===== src/rtl/alu_mux_pkg.sv =====
package alu_mux_pkg;

  typedef enum logic [1:0] {
    OPND_ZERO = 2'b00,
    OPND_B    = 2'b01,
    OPND_NOTB = 2'b10,
    OPND_ONES = 2'b11
  } opnd_sel_e;

  typedef enum logic [1:0] {
    LOGIC_AND  = 2'b00,
    LOGIC_OR   = 2'b01,
    LOGIC_XOR  = 2'b10,
    LOGIC_XNOR = 2'b11
  } logic_sel_e;

  typedef struct packed {
    logic sum;
    logic carry;
    logic t_and;
    logic t_or;
    logic t_xor;
    logic t_xnor;
  } slice_terms_t;

  function automatic logic pick_operand(input logic b_bit, input opnd_sel_e s);
    logic o;
    unique case (s)
      OPND_ZERO: o = 1'b0;
      OPND_B:    o = b_bit;
      OPND_NOTB: o = ~b_bit;
      default:   o = 1'b1;
    endcase
    return o;
  endfunction

  function automatic logic fa_sum(input logic x, input logic y, input logic ci);
    return x ^ y ^ ci;
  endfunction

  function automatic logic fa_carry(input logic x, input logic y, input logic ci);
    return (x & y) | (ci & (x ^ y));
  endfunction

  function automatic logic pick_logic(input slice_terms_t t, input logic_sel_e s);
    logic o;
    unique case (s)
      LOGIC_AND: o = t.t_and;
      LOGIC_OR:  o = t.t_or;
      LOGIC_XOR: o = t.t_xor;
      default:   o = t.t_xnor;
    endcase
    return o;
  endfunction

endpackage


===== src/rtl/alu_operand_mux.sv =====
module alu_operand_mux
  import alu_mux_pkg::*;
(
  input  logic       b_bit,
  input  logic [1:0] opnd_sel,
  output logic       opnd_bit
);
  always_comb begin
    opnd_bit = pick_operand(b_bit, opnd_sel_e'(opnd_sel));
  end
endmodule


===== src/rtl/alu_full_adder.sv =====
module alu_full_adder
  import alu_mux_pkg::*;
(
  input  logic         a_bit,
  input  logic         y_bit,
  input  logic         b_bit,
  input  logic         c_in,
  output slice_terms_t terms
);
  // Adder terms use the steered operand; logic terms use the raw B bit.
  always_comb begin
    terms.sum    = fa_sum(a_bit, y_bit, c_in);
    terms.carry  = fa_carry(a_bit, y_bit, c_in);
    terms.t_and  = a_bit & b_bit;
    terms.t_or   = a_bit | b_bit;
    terms.t_xor  = a_bit ^ b_bit;
    terms.t_xnor = ~terms.t_xor;
  end
endmodule


===== src/rtl/alu_out_mux.sv =====
module alu_out_mux
  import alu_mux_pkg::*;
(
  input  slice_terms_t terms,
  input  logic         logic_mode,
  input  logic [1:0]   func_sel,
  output logic         y_bit
);
  logic logic_bit;
  always_comb begin
    logic_bit = pick_logic(terms, logic_sel_e'(func_sel));
    y_bit     = logic_mode ? logic_bit : terms.sum;
  end
endmodule


===== src/rtl/alu_bit_slice.sv =====
module alu_bit_slice
  import alu_mux_pkg::*;
(
  input  logic       a_bit,
  input  logic       b_bit,
  input  logic [2:0] op_sel,
  input  logic       c_in,
  output logic       opnd_bit,
  output logic       c_out,
  output logic       y_bit
);
  slice_terms_t terms;

  alu_operand_mux u_opnd (
    .b_bit   (b_bit),
    .opnd_sel(op_sel[1:0]),
    .opnd_bit(opnd_bit)
  );

  alu_full_adder u_fa (
    .a_bit(a_bit),
    .y_bit(opnd_bit),
    .b_bit(b_bit),
    .c_in (c_in),
    .terms(terms)
  );

  alu_out_mux u_omux (
    .terms     (terms),
    .logic_mode(op_sel[2]),
    .func_sel  (op_sel[1:0]),
    .y_bit     (y_bit)
  );

  assign c_out = terms.carry;
endmodule


===== src/rtl/alu_mux_ripple.sv =====
module alu_mux_ripple #(
  parameter int N = 16
) (
  input  logic [N-1:0] op_a,
  input  logic [N-1:0] op_b,
  input  logic [2:0]   op_sel,
  input  logic         carry_in,
  output logic [N-1:0] result,
  output logic         carry_out,
  output logic         overflow
);
  localparam int MSB = N - 1;

  // Named internal events for the checker.
  logic [N:0]   carry_w;
  logic [N-1:0] opnd_w;
  logic         logic_mode_w;

  assign carry_w[0]   = carry_in;
  assign logic_mode_w = op_sel[2];

  for (genvar i = 0; i < N; i++) begin : g_slice
    alu_bit_slice u_slice (
      .a_bit   (op_a[i]),
      .b_bit   (op_b[i]),
      .op_sel  (op_sel),
      .c_in    (carry_w[i]),
      .opnd_bit(opnd_w[i]),
      .c_out   (carry_w[i+1]),
      .y_bit   (result[i])
    );
  end

  assign carry_out = logic_mode_w ? 1'b0 : carry_w[N];
  assign overflow  = logic_mode_w ? 1'b0 : (carry_w[MSB] ^ carry_w[N]);
endmodule


===== config.mk =====
export PLATFORM = sky130hd
export DESIGN_NAME = alu_mux_ripple
export DESIGN_NICKNAME = d
export VERILOG_FILES = /design/src/rtl/alu_mux_pkg.sv /design/src/rtl/alu_operand_mux.sv /design/src/rtl/alu_full_adder.sv /design/src/rtl/alu_out_mux.sv /design/src/rtl/alu_bit_slice.sv /design/src/rtl/alu_mux_ripple.sv
export SDC_FILE = /design/constraint.sdc
export NUM_CORES = 1
export LEC_CHECK = 0
export CAP_MARGIN = 25
export CORE_ASPECT_RATIO = 1.2
export CORE_UTILIZATION = 30
export DETAILED_ROUTE_END_ITERATION = 8
export MAX_ROUTING_LAYER = met4
export PLACE_DENSITY = 0.56
export SETUP_SLACK_MARGIN = 0.4
export SLEW_MARGIN = 20
export SYNTH_ARGS = -nofsm -noshare
export SYNTH_HDL_FRONTEND = slang
export SYNTH_HIERARCHICAL = 1
export SYNTH_SLANG_ARGS = --single-unit
export TNS_END_PERCENT = 10

===== constraint.sdc =====
create_clock -name vclk -period 21.4
set_input_delay 6.42 -clock vclk [all_inputs]
set_output_delay 6.42 -clock vclk [all_outputs]
set_load 0.02 [all_outputs]

==> results.cfg, run 1 <==
[global_routing]
globalRouteTotalUtil_pct = 11.7
antenna_found_initial = 0
number_of_global_route_vias_before_repair = 1573
pin_count_of_the_biggest_net_entering_global_routing = 47
grt_first_pass_wirelength_microns = 6820
grt.overflow.total = 0

[layout]
post_route_cells_drive_above_1_share_pct = 20.4
areaGrowthSynthToFinish_pct = 32.2
num-fill-cells = 690
seq_cells = 0
ff_latch_area_sq_um = 0
antennaDiodeCount = 0
final_net_count = 371
clockBufferCount = 0
final_cell_count_no_fill = 370

[pwr]
cellLeakagePower_nw = 1.45
ir_drop_uv = 12.3
fin_total_pwr_uw = 72.9
power.density_nw_per_um2 = 27.0

[floorplanning]
pin_count = 54
core-area_sq_um = 6490
floorplan.initialDensity_pct = 31.5
die_area_sq_um = 7140
fp.dieW_microns = 77.3
num_rows = 32
dieHeight_microns = 92.4

[placement]
placement.io_buffers = 54
dpl.hpwl_microns = 3120
place_congestion = 0.754
dp_cells = 370

[clocking]
postCtsSetupRepairBufs = 0
post_cts_hold_buffer_count = 0

[route]
antenna_left = 0
vias_per_cell = 4.42
finalWirelength_microns = 4000
drt-initial-drc-count = 50
drt_pass1_iterations = 5
wl_per_cell_microns = 10.8
vias = 1635
drc = 0

[yosys]
synthDominantCellAreaShare_pct = 23.5
ys_seq_area_share_pct = 0
avgSynthCellArea_sq_um = 8.99
synthDistinctLibCells = 11
mappedNetlistArea_sq_um = 2040
synth_most_common_cell = sky130_fd_sc_hd__inv_1
yosysWarningCount = 6
synth_cells = 227
post_syn_nets = 311
ys_top_cells_by_area = sky130_fd_sc_hd__mux2_4 (24%), sky130_fd_sc_hd__ha_1 (20%), sky130_fd_sc_hd__fa_1 (16%)
ys_top_cells_by_count = sky130_fd_sc_hd__inv_1 (80), sky130_fd_sc_hd__ha_1 (32), sky130_fd_sc_hd__mux2_4 (32)
synth.largest_area_cell = sky130_fd_sc_hd__mux2_4

[setup_path]
worstPathArrival_ns = 14.48
timing.critical_path.from_type = input pin
timing.critical_path.required_ns = 14.98
worst_setup_path_end_kind = primary output
crit_fanout = 2
worst-setup-path-type = input pin to primary output

[timing]
timing_worst_slew_pin_value_ns = 0.798
finalSetupTns_ns = 0
hold_viol_final = 0
setup_viol_count_final = 0
hold-worst-slack_ns = 13.56
worst_slew_margin_rel_pct = 46.8
rsz_0062_raised_after_global_routing = true
timing.final.max_slew_violations = 0
achievable-frequency_mhz = 47.9
fin_crit_ns = 20.90
timing.final.crit_share_pct = 97.7

[min_path]
worstHoldPathType = input pin to primary output

[outcome]
run_status = finished, final reports clean

[flow_run]
drv_cap = 0
-- layout make-up --
type | instances | area [sq um] | area share, %
inverters | 80 | 300 | 11.1
repair buffers | 58 | 548 | 20.3
well taps | 85 | 106 | 3.94
multi-input cells | 147 | 1740 | 64.6
-- final timing paths --
path,startpoint,slack (ns),cells past startpoint,end
worst max-delay path,op_b[0],0.50,20,carry_out
worst min-delay path,op_sel[2],13.56,3,overflow
-- placed cells by master, fill, tap and decap left out --
cell	n
sky130_fd_sc_hd__buf_2	5
sky130_fd_sc_hd__mux2_4	32
sky130_fd_sc_hd__mux2i_1	16
sky130_fd_sc_hd__o311ai_1	16
sky130_fd_sc_hd__nor2_1	1
sky130_fd_sc_hd__ha_1	32
sky130_fd_sc_hd__fa_1	15
sky130_fd_sc_hd__clkdlybuf4s15_1	1
sky130_fd_sc_hd__nand3_2	16
sky130_fd_sc_hd__dlymetal6s2s_1	1
sky130_fd_sc_hd__inv_1	80
sky130_fd_sc_hd__clkdlybuf4s50_1	47
sky130_fd_sc_hd__buf_4	4
sky130_fd_sc_hd__fa_2	1
sky130_fd_sc_hd__nand2_1	16
sky130_fd_sc_hd__xnor2_1	1
sky130_fd_sc_hd__nor2b_1	1
-- metal layers --
metal | routed length [microns] | GRT usage (%)
met5 | 0 | -
met3 | 152 | 0.591
met1 | 1740 | 13.8
met2 | 2110 | 22.8
met4 | 0 | 0
-- cells by family (layout without fill, tap and decap cells) --
group,count (synthesis),in the layout,synth area share [%]
xor+xnor,1,1,0.429
buf+inv,80,138,14.7
mux,48,48,31.4
fa+ha+maj,48,48,35.3
simple gates,34,34,11.3
compound gates,16,16,6.87
-- repair_timing --
item	CTS	global route
pin swaps	0	0
resized for setup	11	2
gates cloned	0	0
endpoints found under the setup margin	3	4
hold endpoints to repair	0	0
-- stage by stage --
stage,util (%),area (sq um),setup WS (ns)
2_1_floorplan,-,2040,1.15
3_3_place_gp,41.7,2700,-0.0196
3_5_place_dp,41.7,2700,-0.0642
4_1_cts,41.5,2690,0.372
5_1_grt,41.6,2700,0.161
6_report,41.6,2700,0.502
-- where the power goes --
part	internal, mW	leakage [nW]	total [mW]	switching [mW]
registers	0	0	0	0
clock network	0	0	0	0
logic	0.0383	1.45	0.0729	0.0346
total	0.0383	1.45	0.0729	0.0346
-- critical path: stages --
cell and delay [ns]:
sky130_fd_sc_hd__clkdlybuf4s50_1 0.50, sky130_fd_sc_hd__mux2_4 0.31, sky130_fd_sc_hd__fa_1 0.40, sky130_fd_sc_hd__fa_1 0.43, sky130_fd_sc_hd__fa_1 0.43, sky130_fd_sc_hd__fa_1 0.43
sky130_fd_sc_hd__fa_1 0.42, sky130_fd_sc_hd__fa_1 0.42, sky130_fd_sc_hd__fa_1 0.43, sky130_fd_sc_hd__fa_1 0.44, sky130_fd_sc_hd__fa_1 0.43, sky130_fd_sc_hd__fa_1 0.42
sky130_fd_sc_hd__fa_1 0.42, sky130_fd_sc_hd__fa_1 0.42, sky130_fd_sc_hd__fa_1 0.43, sky130_fd_sc_hd__fa_1 0.44, sky130_fd_sc_hd__fa_2 0.40, sky130_fd_sc_hd__fa_1 0.43
sky130_fd_sc_hd__nor2b_1 0.15, sky130_fd_sc_hd__clkdlybuf4s15_1 0.31
Power figures use the tool's default switching activity.
==> run 2: changes to the inputs <==
PLACE_DENSITY = 0.64   (was 0.56)
==> run 2 against run 1 <==
  * Via count is 1.2% higher
  * Total power shrank 0.80%
  * Cell count down 0.27%
  * Critical path depth unchanged
  * Largest power group unchanged
==> results.cfg, run 2 (synthesis results as in run 1) <==
[outcome]
run_status = finished, final reports clean

[layout]
num-fill-cells = 681
final_net_count = 370
antennaDiodeCount = 0
areaGrowthSynthToFinish_pct = 31.8
ff_latch_area_sq_um = 0
layout_commonest_cell = sky130_fd_sc_hd__inv_1
highest_count_cells_in_the_layout_ignoring_fill_and_taps = sky130_fd_sc_hd__inv_1 (80), sky130_fd_sc_hd__clkdlybuf4s50_1 (47), sky130_fd_sc_hd__ha_1 (32), sky130_fd_sc_hd__mux2_4 (32)
post_route_cells_drive_above_1_share_pct = 20.1
seq_cells = 0
fin_area_sq_um = 2690
clockBufferCount = 0

[global_routing]
grt_first_pass_wirelength_microns = 6950
pin_count_of_the_biggest_net_entering_global_routing = 47
number_of_global_route_vias_before_repair = 1640
antenna_found_initial = 0
grt.overflow.total = 0
globalRouteTotalUtil_pct = 11.7

[floorplanning]
core-area_sq_um = 6490
num_rows = 32
floorplan.initialDensity_pct = 31.5
die_area_sq_um = 7140
pin_count = 54
dieHeight_microns = 92.4
fp.dieW_microns = 77.3

[min_path]
worstHoldPathType = input pin to primary output

[flow_run]
drv_cap = 0

[pwr]
cellLeakagePower_nw = 1.45
ir_drop_uv = 14.2
power.density_nw_per_um2 = 26.9

[timing]
timing.final.max_slew_violations = 0
achievable-frequency_mhz = 47.7
timing.final.crit_share_pct = 97.9
setup_viol_count_final = 0
timing_worst_slew_pin_value_ns = 0.783
hold_viol_final = 0
worst_slew_margin_rel_pct = 47.8
finalSetupTns_ns = 0
rsz_0062_raised_after_global_routing = true
fin_crit_ns = 20.95

[placement]
placement.io_buffers = 54
dpl.hpwl_microns = 3060
place_congestion = 0.724
placed_cell_area_sq_um = 2700

[setup_path]
worstPathArrival_ns = 14.53
crit_fanout = 3
critical-path-slowest-cell = sky130_fd_sc_hd__clkdlybuf4s50_1
timing.critical_path.from_type = input pin
critical_path_buf_inv_count = 2
worst-setup-path-type = input pin to primary output
slowest_delay_ns = 0.54
path_cells = clkdlybuf4s50_1, mux2_4, fa_1, fa_1, fa_1, fa_1, fa_1, fa_1, fa_1, fa_1, fa_1, fa_1, fa_1, fa_1, fa_1, fa_1, fa_2, fa_1, nor2b_1, clkdlybuf4s15_1
critical_path.top_delay_family = adder cells
worst_setup_path_end_kind = primary output
timing.critical_path.required_ns = 14.98
crit_top_cell = sky130_fd_sc_hd__fa_1

[route]
wl_per_cell_microns = 10.6
antenna_left = 0
vias = 1654
drt_pass1_iterations = 4
vias_per_cell = 4.48
drt-initial-drc-count = 33
drc = 0
finalWirelength_microns = 3910

[clocking]
post_cts_hold_buffer_count = 0
postCtsSetupRepairBufs = 0
[run 2: repair_timing]
item,CTS,global route
cloned,0,0
pin swaps,0,0
gates resized for setup,10,3
endpoints found under the setup margin,4,4
[run 2: path summary, 6_finish.rpt]
path	cells past startpoint	end	from	slack (ns)
min	3	overflow	op_sel[2]	13.54
max	20	carry_out	op_b[0]	0.45
[run 2: routing by layer]
| metal | vias to the layer above | global-route usage (%) | routed length, microns |
|---|---|---|---|
| met1 | 775 | 13.1 | 1690 |
| met5 | - | - | 0 |
| met4 | 0 | 0 | 0 |
| met3 | 0 | 1.08 | 167 |
| met2 | 33 | 23.4 | 2050 |
| li1 | 846 | - | - |
[run 2: metrics by stage]
step                hold WS, ns  power, mW  utilization (%)  std cells  worst slack [ns]
global placement          13.97     0.0735             41.6        369           0.00682
global route              13.61     0.0811             41.5        369             0.103
detailed placement        13.97     0.0742             41.6        369           -0.0718
finish                    13.54     0.0724             41.5        369             0.451
CTS                       13.56     0.0742             41.5        369             0.324
floorplan                 12.92     0.0429                -        227              1.15
[run 2: final cells by class]
type                       count  area (sq um)  share of cell area (%)
multi-input combinational    147          1740                    64.8
timing repair buffer          57           541                    20.1
inverter                      80           300                    11.2
tap                           85           106                    3.95
[run 2: power breakdown]
| part | internal, mW | switching (mW) | total, mW |
|---|---|---|---|
| Sequential | 0 | 0 | 0 |
| Clock | 0 | 0 | 0 |
| Combinational | 0.0381 | 0.0343 | 0.0724 |
